==> config.mk <==
export PLATFORM = sky130hd
export DESIGN_NAME = rs_station
export DESIGN_NICKNAME = d
export VERILOG_FILES = /design/src/rtl/rs_pkg.sv /design/src/rtl/rs_operand_snoop.sv /design/src/rtl/rs_age_select.sv /design/src/rtl/rs_free_find.sv /design/src/rtl/rs_station.sv
export SDC_FILE = /design/constraint.sdc
export NUM_CORES = 1
export LEC_CHECK = 0
export BUFFER_PORTS_ARGS = -buffer_cell sky130_fd_sc_hd__buf_2
export CAP_MARGIN = 20
export CORE_MARGIN = 8
export CORE_UTILIZATION = 35
export DETAILED_ROUTE_END_ITERATION = 10
export PLACE_DENSITY_LB_ADDON = 0.2
export RECOVER_POWER = 50
export SLEW_MARGIN = 20
export SYNTH_ARGS = -nofsm -noshare
export SYNTH_HDL_FRONTEND = slang
export SYNTH_SLANG_ARGS = --single-unit
==> constraint.sdc <==
create_clock -name clk -period 3.79 [get_ports clk]
set_clock_uncertainty 0.05 [all_clocks]
set_input_delay 0.758 -clock clk [delete_from_list [all_inputs] [get_ports clk]]
set_output_delay 0.758 -clock clk [all_outputs]
set_load 0.03 [all_outputs]
==> src/rtl/rs_pkg.sv <==
package rs_pkg;
    // Functional unit served by a station; also the top bit of its tags.
    typedef enum logic {
        UNIT_ADD = 1'b0,
        UNIT_MUL = 1'b1
    } unit_e;
endpackage

==> src/rtl/rs_operand_snoop.sv <==
// Resolves one source: keeps a ready value, else takes a matching bus value.
module rs_operand_snoop #(
    parameter int TAG_W  = 4,
    parameter int DATA_W = 32
) (
    input  logic              src_rdy,
    input  logic [TAG_W-1:0]  src_tag,
    input  logic [DATA_W-1:0] src_val,
    input  logic              bus_a_valid,
    input  logic [TAG_W-1:0]  bus_a_tag,
    input  logic [DATA_W-1:0] bus_a_val,
    input  logic              bus_b_valid,
    input  logic [TAG_W-1:0]  bus_b_tag,
    input  logic [DATA_W-1:0] bus_b_val,
    output logic              out_rdy,
    output logic [DATA_W-1:0] out_val
);
    logic hit_a;
    logic hit_b;

    assign hit_a = bus_a_valid && (bus_a_tag == src_tag);
    assign hit_b = bus_b_valid && (bus_b_tag == src_tag);

    always_comb begin
        out_rdy = src_rdy;
        out_val = src_val;
        if (!src_rdy) begin
            if (hit_a) begin
                out_rdy = 1'b1;
                out_val = bus_a_val;
            end else if (hit_b) begin
                out_rdy = 1'b1;
                out_val = bus_b_val;
            end
        end
    end
endmodule

==> src/rtl/rs_age_select.sv <==
// Grants the ready slot that no other ready slot is older than.
// older[j][i] = 1 means slot j was issued before slot i.
module rs_age_select #(
    parameter int N = 4
) (
    input  logic [N-1:0]        ready,
    input  logic [N-1:0][N-1:0] older,
    output logic [N-1:0]        grant,
    output logic                any
);
    logic [N-1:0][N-1:0] col;

    always_comb begin
        for (int i = 0; i < N; i++) begin
            for (int j = 0; j < N; j++) begin
                col[i][j] = older[j][i];
            end
        end
        for (int i = 0; i < N; i++) begin
            grant[i] = ready[i] && !(|(ready & col[i]));
        end
        any = |ready;
    end
endmodule

==> src/rtl/rs_free_find.sv <==
// Lowest-numbered free slot.
module rs_free_find #(
    parameter int N     = 4,
    parameter int IDX_W = 2
) (
    input  logic [N-1:0]     free_vec,
    output logic             found,
    output logic [IDX_W-1:0] idx
);
    always_comb begin
        found = 1'b0;
        idx   = '0;
        for (int i = N - 1; i >= 0; i--) begin
            if (free_vec[i]) begin
                found = 1'b1;
                idx   = IDX_W'(i);
            end
        end
    end
endmodule

==> src/rtl/rs_station.sv <==
module rs_station #(
    parameter int            SLOTS  = 4,
    parameter int            DATA_W = 32,
    parameter int            TAG_W  = 4,
    parameter rs_pkg::unit_e UNIT   = rs_pkg::UNIT_ADD
) (
    input  logic              clk,
    input  logic              rst_n,
    input  logic              iss_valid,
    input  logic [TAG_W-1:0]  iss_src1_tag,
    input  logic              iss_src1_rdy,
    input  logic [DATA_W-1:0] iss_src1_val,
    input  logic [TAG_W-1:0]  iss_src2_tag,
    input  logic              iss_src2_rdy,
    input  logic [DATA_W-1:0] iss_src2_val,
    output logic              iss_accept,
    output logic [TAG_W-1:0]  iss_tag,
    input  logic              add_res_valid,
    input  logic [TAG_W-1:0]  add_res_tag,
    input  logic [DATA_W-1:0] add_res_val,
    input  logic              mul_res_valid,
    input  logic [TAG_W-1:0]  mul_res_tag,
    input  logic [DATA_W-1:0] mul_res_val,
    output logic              disp_valid,
    output logic [TAG_W-1:0]  disp_tag,
    output logic [DATA_W-1:0] disp_op1,
    output logic [DATA_W-1:0] disp_op2,
    output logic              st_idle
);
    localparam int IDX_W = (SLOTS > 1) ? $clog2(SLOTS) : 1;

    typedef struct packed {
        logic              busy;
        logic              r1;
        logic [TAG_W-1:0]  t1;
        logic [DATA_W-1:0] v1;
        logic              r2;
        logic [TAG_W-1:0]  t2;
        logic [DATA_W-1:0] v2;
    } slot_t;

    typedef struct packed {
        slot_t [SLOTS-1:0]            slot;
        logic  [SLOTS-1:0][SLOTS-1:0] older;
    } state_t;

    state_t st_q, st_d;

    function automatic logic [TAG_W-1:0] slot_tag(input logic [IDX_W-1:0] idx);
        logic [TAG_W-1:0] t;
        t              = '0;
        t[TAG_W-1]     = (UNIT == rs_pkg::UNIT_MUL);
        t[IDX_W-1:0]   = idx;
        return t;
    endfunction

    // Per-slot wakeup against both completion buses
    logic [SLOTS-1:0]             w_r1, w_r2;
    logic [SLOTS-1:0][DATA_W-1:0] w_v1, w_v2;
    logic [SLOTS-1:0]             slot_busy;
    logic [SLOTS-1:0]             slot_ready;

    for (genvar g = 0; g < SLOTS; g++) begin : g_slot
        rs_operand_snoop #(.TAG_W(TAG_W), .DATA_W(DATA_W)) u_snoop1 (
            .src_rdy    (st_q.slot[g].r1),
            .src_tag    (st_q.slot[g].t1),
            .src_val    (st_q.slot[g].v1),
            .bus_a_valid(add_res_valid),
            .bus_a_tag  (add_res_tag),
            .bus_a_val  (add_res_val),
            .bus_b_valid(mul_res_valid),
            .bus_b_tag  (mul_res_tag),
            .bus_b_val  (mul_res_val),
            .out_rdy    (w_r1[g]),
            .out_val    (w_v1[g])
        );
        rs_operand_snoop #(.TAG_W(TAG_W), .DATA_W(DATA_W)) u_snoop2 (
            .src_rdy    (st_q.slot[g].r2),
            .src_tag    (st_q.slot[g].t2),
            .src_val    (st_q.slot[g].v2),
            .bus_a_valid(add_res_valid),
            .bus_a_tag  (add_res_tag),
            .bus_a_val  (add_res_val),
            .bus_b_valid(mul_res_valid),
            .bus_b_tag  (mul_res_tag),
            .bus_b_val  (mul_res_val),
            .out_rdy    (w_r2[g]),
            .out_val    (w_v2[g])
        );
        assign slot_busy[g]  = st_q.slot[g].busy;
        assign slot_ready[g] = st_q.slot[g].busy && w_r1[g] && w_r2[g];
    end

    // Issue-time capture from same-cycle broadcasts
    logic              n_r1, n_r2;
    logic [DATA_W-1:0] n_v1, n_v2;

    rs_operand_snoop #(.TAG_W(TAG_W), .DATA_W(DATA_W)) u_iss_snoop1 (
        .src_rdy    (iss_src1_rdy),
        .src_tag    (iss_src1_tag),
        .src_val    (iss_src1_val),
        .bus_a_valid(add_res_valid),
        .bus_a_tag  (add_res_tag),
        .bus_a_val  (add_res_val),
        .bus_b_valid(mul_res_valid),
        .bus_b_tag  (mul_res_tag),
        .bus_b_val  (mul_res_val),
        .out_rdy    (n_r1),
        .out_val    (n_v1)
    );
    rs_operand_snoop #(.TAG_W(TAG_W), .DATA_W(DATA_W)) u_iss_snoop2 (
        .src_rdy    (iss_src2_rdy),
        .src_tag    (iss_src2_tag),
        .src_val    (iss_src2_val),
        .bus_a_valid(add_res_valid),
        .bus_a_tag  (add_res_tag),
        .bus_a_val  (add_res_val),
        .bus_b_valid(mul_res_valid),
        .bus_b_tag  (mul_res_tag),
        .bus_b_val  (mul_res_val),
        .out_rdy    (n_r2),
        .out_val    (n_v2)
    );

    // Oldest-ready selection
    logic [SLOTS-1:0] grant;
    logic             any_ready;

    rs_age_select #(.N(SLOTS)) u_pick (
        .ready(slot_ready),
        .older(st_q.older),
        .grant(grant),
        .any  (any_ready)
    );

    // Allocation: a slot dispatched this cycle is free for this cycle's issue
    logic [SLOTS-1:0] free_vec;
    logic             slot_found;
    logic [IDX_W-1:0] alloc_idx;

    assign free_vec = ~slot_busy | grant;

    rs_free_find #(.N(SLOTS), .IDX_W(IDX_W)) u_alloc (
        .free_vec(free_vec),
        .found   (slot_found),
        .idx     (alloc_idx)
    );

    always_comb begin
        // dispatch payload
        disp_valid = any_ready;
        disp_tag   = '0;
        disp_op1   = '0;
        disp_op2   = '0;
        for (int i = 0; i < SLOTS; i++) begin
            if (grant[i]) begin
                disp_tag = slot_tag(IDX_W'(i));
                disp_op1 = w_v1[i];
                disp_op2 = w_v2[i];
            end
        end

        iss_accept = iss_valid && slot_found;
        iss_tag    = slot_tag(alloc_idx);
        st_idle    = ~|slot_busy;

        // completion, then dispatch
        st_d = st_q;
        for (int i = 0; i < SLOTS; i++) begin
            if (st_q.slot[i].busy) begin
                st_d.slot[i].r1 = w_r1[i];
                st_d.slot[i].v1 = w_v1[i];
                st_d.slot[i].r2 = w_r2[i];
                st_d.slot[i].v2 = w_v2[i];
            end
            if (grant[i]) begin
                st_d.slot[i].busy = 1'b0;
            end
        end

        // issue: new entry is younger than everything still held
        if (iss_accept) begin
            st_d.slot[alloc_idx].busy = 1'b1;
            st_d.slot[alloc_idx].r1   = n_r1;
            st_d.slot[alloc_idx].t1   = iss_src1_tag;
            st_d.slot[alloc_idx].v1   = n_v1;
            st_d.slot[alloc_idx].r2   = n_r2;
            st_d.slot[alloc_idx].t2   = iss_src2_tag;
            st_d.slot[alloc_idx].v2   = n_v2;
            for (int j = 0; j < SLOTS; j++) begin
                st_d.older[alloc_idx][j] = 1'b0;
                st_d.older[j][alloc_idx] = (IDX_W'(j) != alloc_idx) && st_d.slot[j].busy;
            end
        end
    end

    always_ff @(posedge clk or negedge rst_n) begin
        if (!rst_n) begin
            st_q <= '0;
        end else begin
            st_q <= st_d;
        end
    end
endmodule

; ---- After elaboration in Yosys (flattened, before gate mapping)
; Cells that the tools add are included.
[word_totals]
in_bits = 151
word_cells = 252
out_inout_bits = 75
regBits = 316
[classes]
mux = 131
bitwise = 14
n_lt_le_gt_ge = 2
n_reduce_logical = 50
n_eq_ne = 23
[ops]
columns = operator, count
row1 = $bwmux 300, 7
row2 = $mux 32, 43
row3 = $demux 75 s2, 7
row4 = $mux 316, 1
row5 = $mux 33, 4
row6 = $eq 4x4->1, 20
row7 = $mux 75, 1
row8 = $mux 74, 1
row9 = $mux 73, 1
row10 = $mux 69, 1
row11 = $and 16x16->16, 4
row12 = $not 16->16, 4
row13 = $mux 1, 45
row14 = $logic_and 1x1->1, 38
row15 = $mux 37, 1
row16 = $mux 36, 1
row17 = $demux 4 s2, 4
row18 = $reduce_or 4->1, 6
row19 = $and 4x4->4, 4
row20 = $bwmux 4, 4
row21 = $mux 4, 3
row22 = $mux 2, 5
row23 = $logic_not 1->1, 5
row24 = $ne 2x2->1 const A, 2
row25 = other kinds (8), 8

; ---- Depth between registers and ports, before layout
; Gate-level depths: netlist of run 1.
[logic_depth]
depth_word = 36
depth_mapped = 13
ltp_nobuf = 8

; ---- Hierarchy
; Synthesis of run 1 repeated with hierarchy kept, for this count alone.
[hier_totals]
cells_unflattened = 2792
hier_area_um2 = 23540.1
[by_module_without_submodules]
columns = mod, seq_area_each_um2, cells_each, area_each_um2, n_inst
row1 = rs_station, 7907.6, 1542, 15441.1, 1
row2 = rs_operand_snoop, 0.0, 123, 797.0, 10
row3 = rs_age_select, 0.0, 13, 93.8, 1
row4 = rs_free_find, 0.0, 7, 35.0, 1

; ---- Worst setup path before layout of run 1
; OpenSTA, ideal clock, no wires.
[synth_timing]
kind = input port to output port
startpoint = in mul_res_tag[2]
endpoint = out disp_tag[0]
path_buffers = 2
arrival_time_ns = 3.402
path_stages = 9
required_time_ns = 2.982
slack_ns = -0.420
cell_sequence = buf_4 -> xor2_1 -> nor3_1 -> and3_1 -> o31ai_1 -> a2111oi_2 -> nand2_1 -> clkbuf_1 -> o21ai_0
[synth_via]
elab_chain_len = 14
elab_cells_between_ends = 63
classes_between = eq/ne (8) / mux (27) / bitwise (3) / reduce/logical (25)
[synth_lines]
columns = item, line
row1 = "start, declared", rs_station.sv:22  ; input logic [TAG_W-1:0] mul_res_tag,
row2 = $eq 4x4->1, rs_operand_snoop.sv:22  ; assign hit_b = bus_b_valid && (bus_b_tag == src_tag);
row3 = $logic_and 1x1->1, rs_operand_snoop.sv:22
row4 = $mux 1, rs_operand_snoop.sv:31  ; end else if (hit_b) begin
row5 = $mux 1, rs_operand_snoop.sv:28  ; if (hit_a) begin
row6 = $mux 1, rs_operand_snoop.sv:27  ; if (!src_rdy) begin
row7 = $logic_and 1x1->1 (2 in series), rs_station.sv:91  ; assign slot_ready[g] = st_q.slot[g].busy && w_r1[g] && w_r2[g];
row8 = $and 4x4->4, rs_age_select.sv:20  ; grant[i] = ready[i] && !(|(ready & col[i]));
row9 = $reduce_or 4->1, rs_age_select.sv:20
row10 = $logic_not 1->1, rs_age_select.sv:20
row11 = $logic_and 1x1->1, rs_age_select.sv:20
row12 = $mux 1, rs_station.sv:156  ; if (grant[i]) begin
row13 = $mux 4, rs_station.sv:156
row14 = $mux 4 *, rs_station.sv:156
row15 = "end, declared", rs_station.sv:25  ; output logic [TAG_W-1:0] disp_tag,
; Mark *: on every way between the ends. The rest lies on a longest branch, timed or not.

; ---- Worst setup path after layout of run 1
[layout_timing]
startpoint = in mul_res_tag[2]
endpoint = out disp_op1[8]
[layout_via]
elab_chain_len = 15
elab_cells_between_ends = 80
classes_between = eq/ne (8) / mux (40) / bitwise (4) / reduce/logical (28)
[layout_lines]
columns = item, line
row1 = $eq 4x4->1, rs_operand_snoop.sv:22
row2 = $logic_and 1x1->1, rs_operand_snoop.sv:22
row3 = $mux 1, rs_operand_snoop.sv:31
row4 = $mux 1, rs_operand_snoop.sv:28
row5 = $mux 1, rs_operand_snoop.sv:27
row6 = $logic_and 1x1->1 (2 in series), rs_station.sv:91
row7 = $and 4x4->4, rs_age_select.sv:20
row8 = $reduce_or 4->1, rs_age_select.sv:20
row9 = $logic_not 1->1, rs_age_select.sv:20
row10 = $logic_and 1x1->1, rs_age_select.sv:20
row11 = $mux 32 (3 in series), rs_station.sv:156
row12 = $mux 32 *, rs_station.sv:156
row13 = "end, declared", rs_station.sv:26  ; output logic [DATA_W-1:0] disp_op1,
; Marked as above.

==> results.toml, run 1 <==
[cells_and_area]
regArea_sq_um = 7920
drive_above_1_share_pct = 33.2
final_common_cell = "mux2i_1"
final_cells = 3813
area_growth_pct = 34.3
fillers = 6177
multi_input_area_sq_um = 15300
finish.instance_area_sq_um = 31800
num-nets-final = 3057
final_cell_mix = "mux2i_1 (327), o22a_1 (322), dfrtp_1 (312), o22ai_1 (287), buf_4 (256)"

[routing]
final_antenna_net_count = 0
drt_wl_total_um = 120000
dr.pass1.iters = 8
routedWlPerCell_um = 31.6
routed-via-count = 25439
viasPerCell = 6.67
route.detailed.drc = 0
dr.first_iter.drc_count = 2926

[placed_design]
place_congestion = 0.899
port_buffers = 221
place_ws_ps = -550
hpwl_um = 72800
placed_area_sq_um = 28100
dp.cells = 3681

[floorplan]
dieArea_sq_um = 76100
fp.dieW_um = 276
die_h_um = 276
core_area_sq_um = 67000
initial_utilization_pct = 35.3
pin_count = 226
row_count = 95

[timing]
rsz0062_at_grt = "yes"
tightest_slew_ps = 2410
timing.final.crit_share_pct = 114
final-hold-violation-count = 0
fin_crit_ps = 4330
setup_violations = 119
max_clock_freq_mhz = 231
relSlewSlack_pct = -60.9
final.setup.worst_slack_ps = -539
slew_viol_final = 79

[grt]
grt_pass1_vias = 25643
overflow = 0
antenna_found_initial = 4
grt_pass1_wl_um = 171000
grt_start_max_net_pins = 94
grt.total_usage_pct = 29.7

[logic_synthesis]
yosys_most_used_dff = "dfrtp_1"
yosysTopAreaCell = "dfrtp_1"
synth_seq_cells = 316
synthCells = 2591
syn_area_per_cell_sq_um = 9.13
synth_area_leaders = "dfrtp_1 (33%), mux2i_1 (14%), o22a_1 (12%), o22ai_1 (7.6%), mux2_2 (4.2%)"
ys_types = 62
synth_edf_count = 0
async_flop_share_pct = 100
synthesis.area_sq_um = 23700
synth_warnings = 0
synthDominantCellAreaShare_pct = 33.4
seq_area_frac_synth_pct = 33.4

[power_and_ir_drop]
power_frac_clock_pct = 10.4
power_w = 0.0393
p_sw_w = 0.0185
max-vdd-ir-drop_mv = 1.02
p_per_area_nw_per_um2 = 1240
p_comb_share_pct = 73.7
leakagePower_nw = 13.7
intPower_w = 0.0209
pwr-share-seq_pct = 15.9
netSwitchingFraction_pct = 47.0

[job]
cap_violations = 1

[hold_path]
hp-class = "input pin to flip-flop"

[worst_setup_path]
crit_chain = "buf_4 -> buf_4 -> xor2_1 -> nor3_2 -> nand3_2 -> buf_4 -> a32oi_4 -> a2111oi_4 -> buf_4 -> and2_4 -> buf_12 -> nor3_1 -> o221a_4 -> buf_6"
r2r_slack_ps = -80
crit_required_ps = 2980
critPathMaxStageDelay_ps = 310
crit_buf_inv = 6
cp_slowest_cell = "a32oi_4"
end_kind = "primary output"
crit_top_cell = "buf_4"
path_delay_family = "buffers and inverters"
startpoint_type = "input pin"
critPathMaxFanout = 26
path_class = "input pin to primary output"
arrival_ps = 3520

[clock_tree]
cts_hold_buf = 0
cts.sinks = 316
cts_tree = "built"
clock-root-buffer = "clkbuf_16"
path_clk_slew_ps = 60
ctsLongestPathBuffers = 3
clock_latency_ps = 580
h-tree-depth = 2
cts_buffers = 43

[outcome]
status = "complete, but fails checks"
failed_checks = "capacitance limit, slew limit, setup timing"
## worst reg2reg max path: stages (launching register included)
cell	delay (ps)
dfrtp_1	420
xor2_1	160
nor3_1	210
buf_4	160
nand4_1	190
and2_4	250
a2111oi_4	340
buf_4	210
buf_8	150
buf_6	120
a21oi_4	70
buf_6	140
buf_6	110
or4b_4	620
buf_12	220
buf_16	170
mux2i_1	140
## cell usage after synthesis (all sizes together), types with 2 or more instances
| cell | number |
|---|---|
| a2111oi | 3 |
| a211oi | 2 |
| a21oi | 52 |
| a22o | 2 |
| a22oi | 3 |
| a31oi | 2 |
| a32oi | 5 |
| and2 | 5 |
| and3 | 7 |
| buf | 131 |
| clkbuf | 199 |
| dfrtp | 316 |
| inv | 81 |
| mux2 | 96 |
| mux2i | 327 |
| nand2 | 218 |
| nand2b | 4 |
| nand3 | 19 |
| nand4 | 2 |
| nor2 | 47 |
| nor2b | 5 |
| nor3 | 79 |
| nor4 | 7 |
| o21a | 131 |
| o21ai | 68 |
| o21ba | 2 |
| o221a | 62 |
| o22a | 322 |
| o22ai | 289 |
| o311a | 2 |
| o31a | 3 |
| o31ai | 5 |
| or2 | 2 |
| or3 | 2 |
| xnor2 | 26 |
| xor2 | 54 |
## metal layers
metal | global-route usage [%] | up-vias | wire length [um]
met2 | 47.0 | 1845 | 53700
met1 | 36.9 | 12651 | 46300
met4 | 16.0 | 0 | 7270
met3 | 7.42 | 500 | 13200
met5 | 0.263 | - | 0
li1 | - | 10443 | -
## power groups by stage
| stage | combinational [W] | sequential [W] | clock, W |
|---|---|---|---|
| 5_1_grt | 0.0301 | 0.00643 | 0.00430 |
| 2_1_floorplan | 0.0147 | 0.00590 | 0 |
| 6_report | 0.0290 | 0.00625 | 0.00410 |
| 4_1_cts | 0.0267 | 0.00620 | 0.00414 |
| 3_3_place_gp | 0.0227 | 0.00615 | 0 |
| 3_5_place_dp | 0.0231 | 0.00624 | 0 |
## cell type report
class / count / share of cell area [%]
timing repair buffer: 596 / 18.0
antenna: 4 / 0.0315
clock buffer: 63 / 3.97
inverter: 81 / 0.973
clock inverter: 12 / 0.331
multi-input combinational: 1868 / 48.3
tap: 873 / 3.44
sequential: 316 / 24.9
## worst paths after layout
path / depth (start not counted) / to / start
worst max register to register: 16 / st_q[287] / flip-flop
worst min-delay path: 3 / slot_busy[0] / iss_valid
worst min register to register: 1 / st_q[11] / st_q[11]
min in group asynchronous: 1 / st_q[43] / rst_n
max in group asynchronous: 2 / st_q[202] / rst_n
worst max-delay path: 14 / disp_op1[8] / mul_res_tag[2]
## kinds of logic after synthesis
kind of cell | count (synthesis) | synth area share [%]
other | 1 | 0.0159
xor gates and xnor gates | 80 | 2.96
AOI/OAI and AO/OA | 960 | 30.7
DFF | 316 | 33.4
and+or+nand+nor | 400 | 7.44
buffers and inverters | 411 | 6.99
muxes | 423 | 18.4
## per-stage QoR
| stage | setup TNS [ps] | util [%] | hold slack [ps] |
|---|---|---|---|
| 4_1_cts | -29560 | 46.0 | 164 |
| 2_1_floorplan | 0 | - | 410 |
| 3_3_place_gp | -71840 | 41.9 | 461 |
| 3_5_place_dp | -74710 | 41.9 | 472 |
| 5_1_grt | -47700 | 47.4 | 474 |
| 6_report | -33020 | 47.4 | 481 |
## what timing repair did
action / CTS / global route
setup endpoints to repair: 69 / 97
buffers inserted: 20 / 13
gates cloned: 6 / 17
pin swaps: 17 / 50
gates resized for setup: 257 / 151
No activity file was read; power rests on OpenSTA's default activity.
==> run 2: changes to the inputs <==
==> constraint.sdc (replaced) <==
create_clock -name clk -period 3.9 [get_ports clk]
set_clock_uncertainty 0.05 [all_clocks]
set_input_delay 0.78 -clock clk [delete_from_list [all_inputs] [get_ports clk]]
set_output_delay 0.78 -clock clk [all_outputs]
set_load 0.03 [all_outputs]
==> run 2 against run 1 <==
Net effect: the run still ends with capacitance limit, slew limit, setup timing left; non-clock buffer count fell by 3; first-iteration DRC count is 2.9% higher; via count down 1.4%; highest routed layer is now met5; total power is 1.5% lower.
==> results.toml, run 2 (synthesis gave the netlist of run 1 again) <==
[clock_tree]
cts.sinks = 316
clock_latency_ps = 620
clock-root-buffer = "clkbuf_16"
path_clk_slew_ps = 60
cts_buffers = 42
h-tree-depth = 2
cts_tree = "built"
ctsLongestPathBuffers = 3

[cells_and_area]
area_growth_pct = 36.1
fillers = 6163
final_cells = 3811
final_common_cell = "mux2i_1"
final_cell_mix = "mux2i_1 (327), o22a_1 (322), dfrtp_1 (306), o22ai_1 (287), buf_4 (250)"
regArea_sq_um = 7930
multi_input_area_sq_um = 15500
finish.instance_area_sq_um = 32200
drive_above_1_share_pct = 34.7
num-nets-final = 3052

[routing]
viasPerCell = 6.58
route.detailed.drc = 0
drt_wl_total_um = 117000
dr.pass1.iters = 5
dr.first_iter.drc_count = 3010
final_antenna_net_count = 0
routedWlPerCell_um = 30.6
routed-via-count = 25079

[floorplan]
fp.dieW_um = 276
die_h_um = 276
row_count = 95
pin_count = 226
initial_utilization_pct = 35.3
core_area_sq_um = 67000
dieArea_sq_um = 76100

[outcome]
status = "complete, but fails checks"
failed_checks = "capacitance limit, slew limit, setup timing"

[timing]
rsz0062_at_grt = "yes"
final-hold-violation-count = 0
final.setup.worst_slack_ps = -357
fin_setup_tns_ps = -19510
relSlewSlack_pct = -50.8
timing.final.crit_share_pct = 109
slew_viol_final = 189
fin_crit_ps = 4260
setup_violations = 68
max_clock_freq_mhz = 235
tightest_slew_ps = 2260

[grt]
grt.total_usage_pct = 29.0
grt_pass1_wl_um = 167000
antenna_found_initial = 8
grt_start_max_net_pins = 87
overflow = 0
grt_pass1_vias = 25328

[worst_setup_path]
path_delay_family = "compound AO/OA/AOI/OAI gates"
arrival_ps = 3430
startpoint_type = "flip-flop"
r2r_slack_ps = 390
r2r_cells = 15
end_kind = "primary output"
crit_chain = "xnor2_2 -> and3_1 -> a22oi_2 -> a32oi_2 -> buf_4 -> a2111oi_4 -> buf_4 -> buf_12 -> nand2_8 -> buf_12 -> o21ai_1 -> o221a_4 -> buf_6"
crit_required_ps = 3070
cp_slowest_cell = "dfrtp_1"
critPathMaxFanout = 20
critPathMaxStageDelay_ps = 420
path_class = "flip-flop to primary output"
cp.depth = 13
crit_buf_inv = 5

[power_and_ir_drop]
p_per_area_nw_per_um2 = 1200
leakagePower_nw = 13.9
power_w = 0.0387
max-vdd-ir-drop_mv = 0.715

[placed_design]
place_congestion = 0.927
place_ws_ps = -515
port_buffers = 221
hpwl_um = 73100
placed_area_sq_um = 28300
dp.cells = 3689

[job]
cap_violations = 3

[hold_path]
hp-class = "flip-flop to flip-flop"
hold_depth = 1
## run 2: cell types whose count changed in the layout (fill, tap and decap cells not counted), moves of 8 or more
cell and change:
nor3_2 +18, nand2_1 -15, o21ai_1 +19, buf_6 -8, clkbuf_1 -8, o21ai_0 -19
buf_12 +15, nor3_1 -20
## run 2: path summary, 6_finish.rpt
path                                start      endpoint
worst min-delay path             st_q[11]      st_q[11]
worst max register to register  flip-flop     st_q[252]
worst max-delay path            flip-flop   disp_op1[7]
max in group asynchronous           rst_n  slot_busy[0]
min in group asynchronous           rst_n     st_q[302]
worst min register to register   st_q[11]      st_q[11]
## run 2: timing repair
action	in CTS	in global routing
pin swaps	12	33
gates cloned	6	11
buffers inserted	18	13
resized for setup	181	292
hold buffers	0	0
setup endpoints to repair	69	69
## run 2: per-stage QoR
stage               hold WS, ps  util [%]
global route                471      48.0
floorplan                   404         -
finish                      486      48.0
detailed placement          422      42.2
CTS                         150      46.1
global placement            438      42.2
## run 2: power breakdown
group,switching [W],internal [W],total [W],leakage [nW]
logic,0.0151,0.0131,0.0282,9.30
registers,0.00107,0.00501,0.00608,3.79
clock network,0.00170,0.00274,0.00445,0.777
## run 2: worst register-to-register path, cell delays in order, from the launching register on
cell and delay [ps]:
dfrtp_2 440, xor2_2 160, nor3_2 210, buf_4 150, nand4_1 160, a32oi_2 200
buf_4 170, buf_6 120, a32o_2 170, buf_4 140, o21ai_1 120, buf_4 200
or4b_4 560, buf_12 200, buf_12 220, mux2i_1 130
## run 2: per-layer routing
metal / up-vias / routed length (um) / GRT usage (%)
met2: 1717 / 52500 / 45.1
met1: 12537 / 46300 / 37.9
met4: 4 / 5690 / 13.8
met3: 390 / 12200 / 6.76
met5: - / 27 / 0
li1: 10431 / - / -
## run 2: final cells by class
class                   count  share of cell area [%]
clock buffers              60                    3.94
clock inverters            17                   0.953
inverters                  81                   0.960
diodes                      4                  0.0311
multi-input cells        1867                    48.3
well taps                 873                    3.39
flip-flops and latches    316                    24.6
repair buffers            593                    17.8
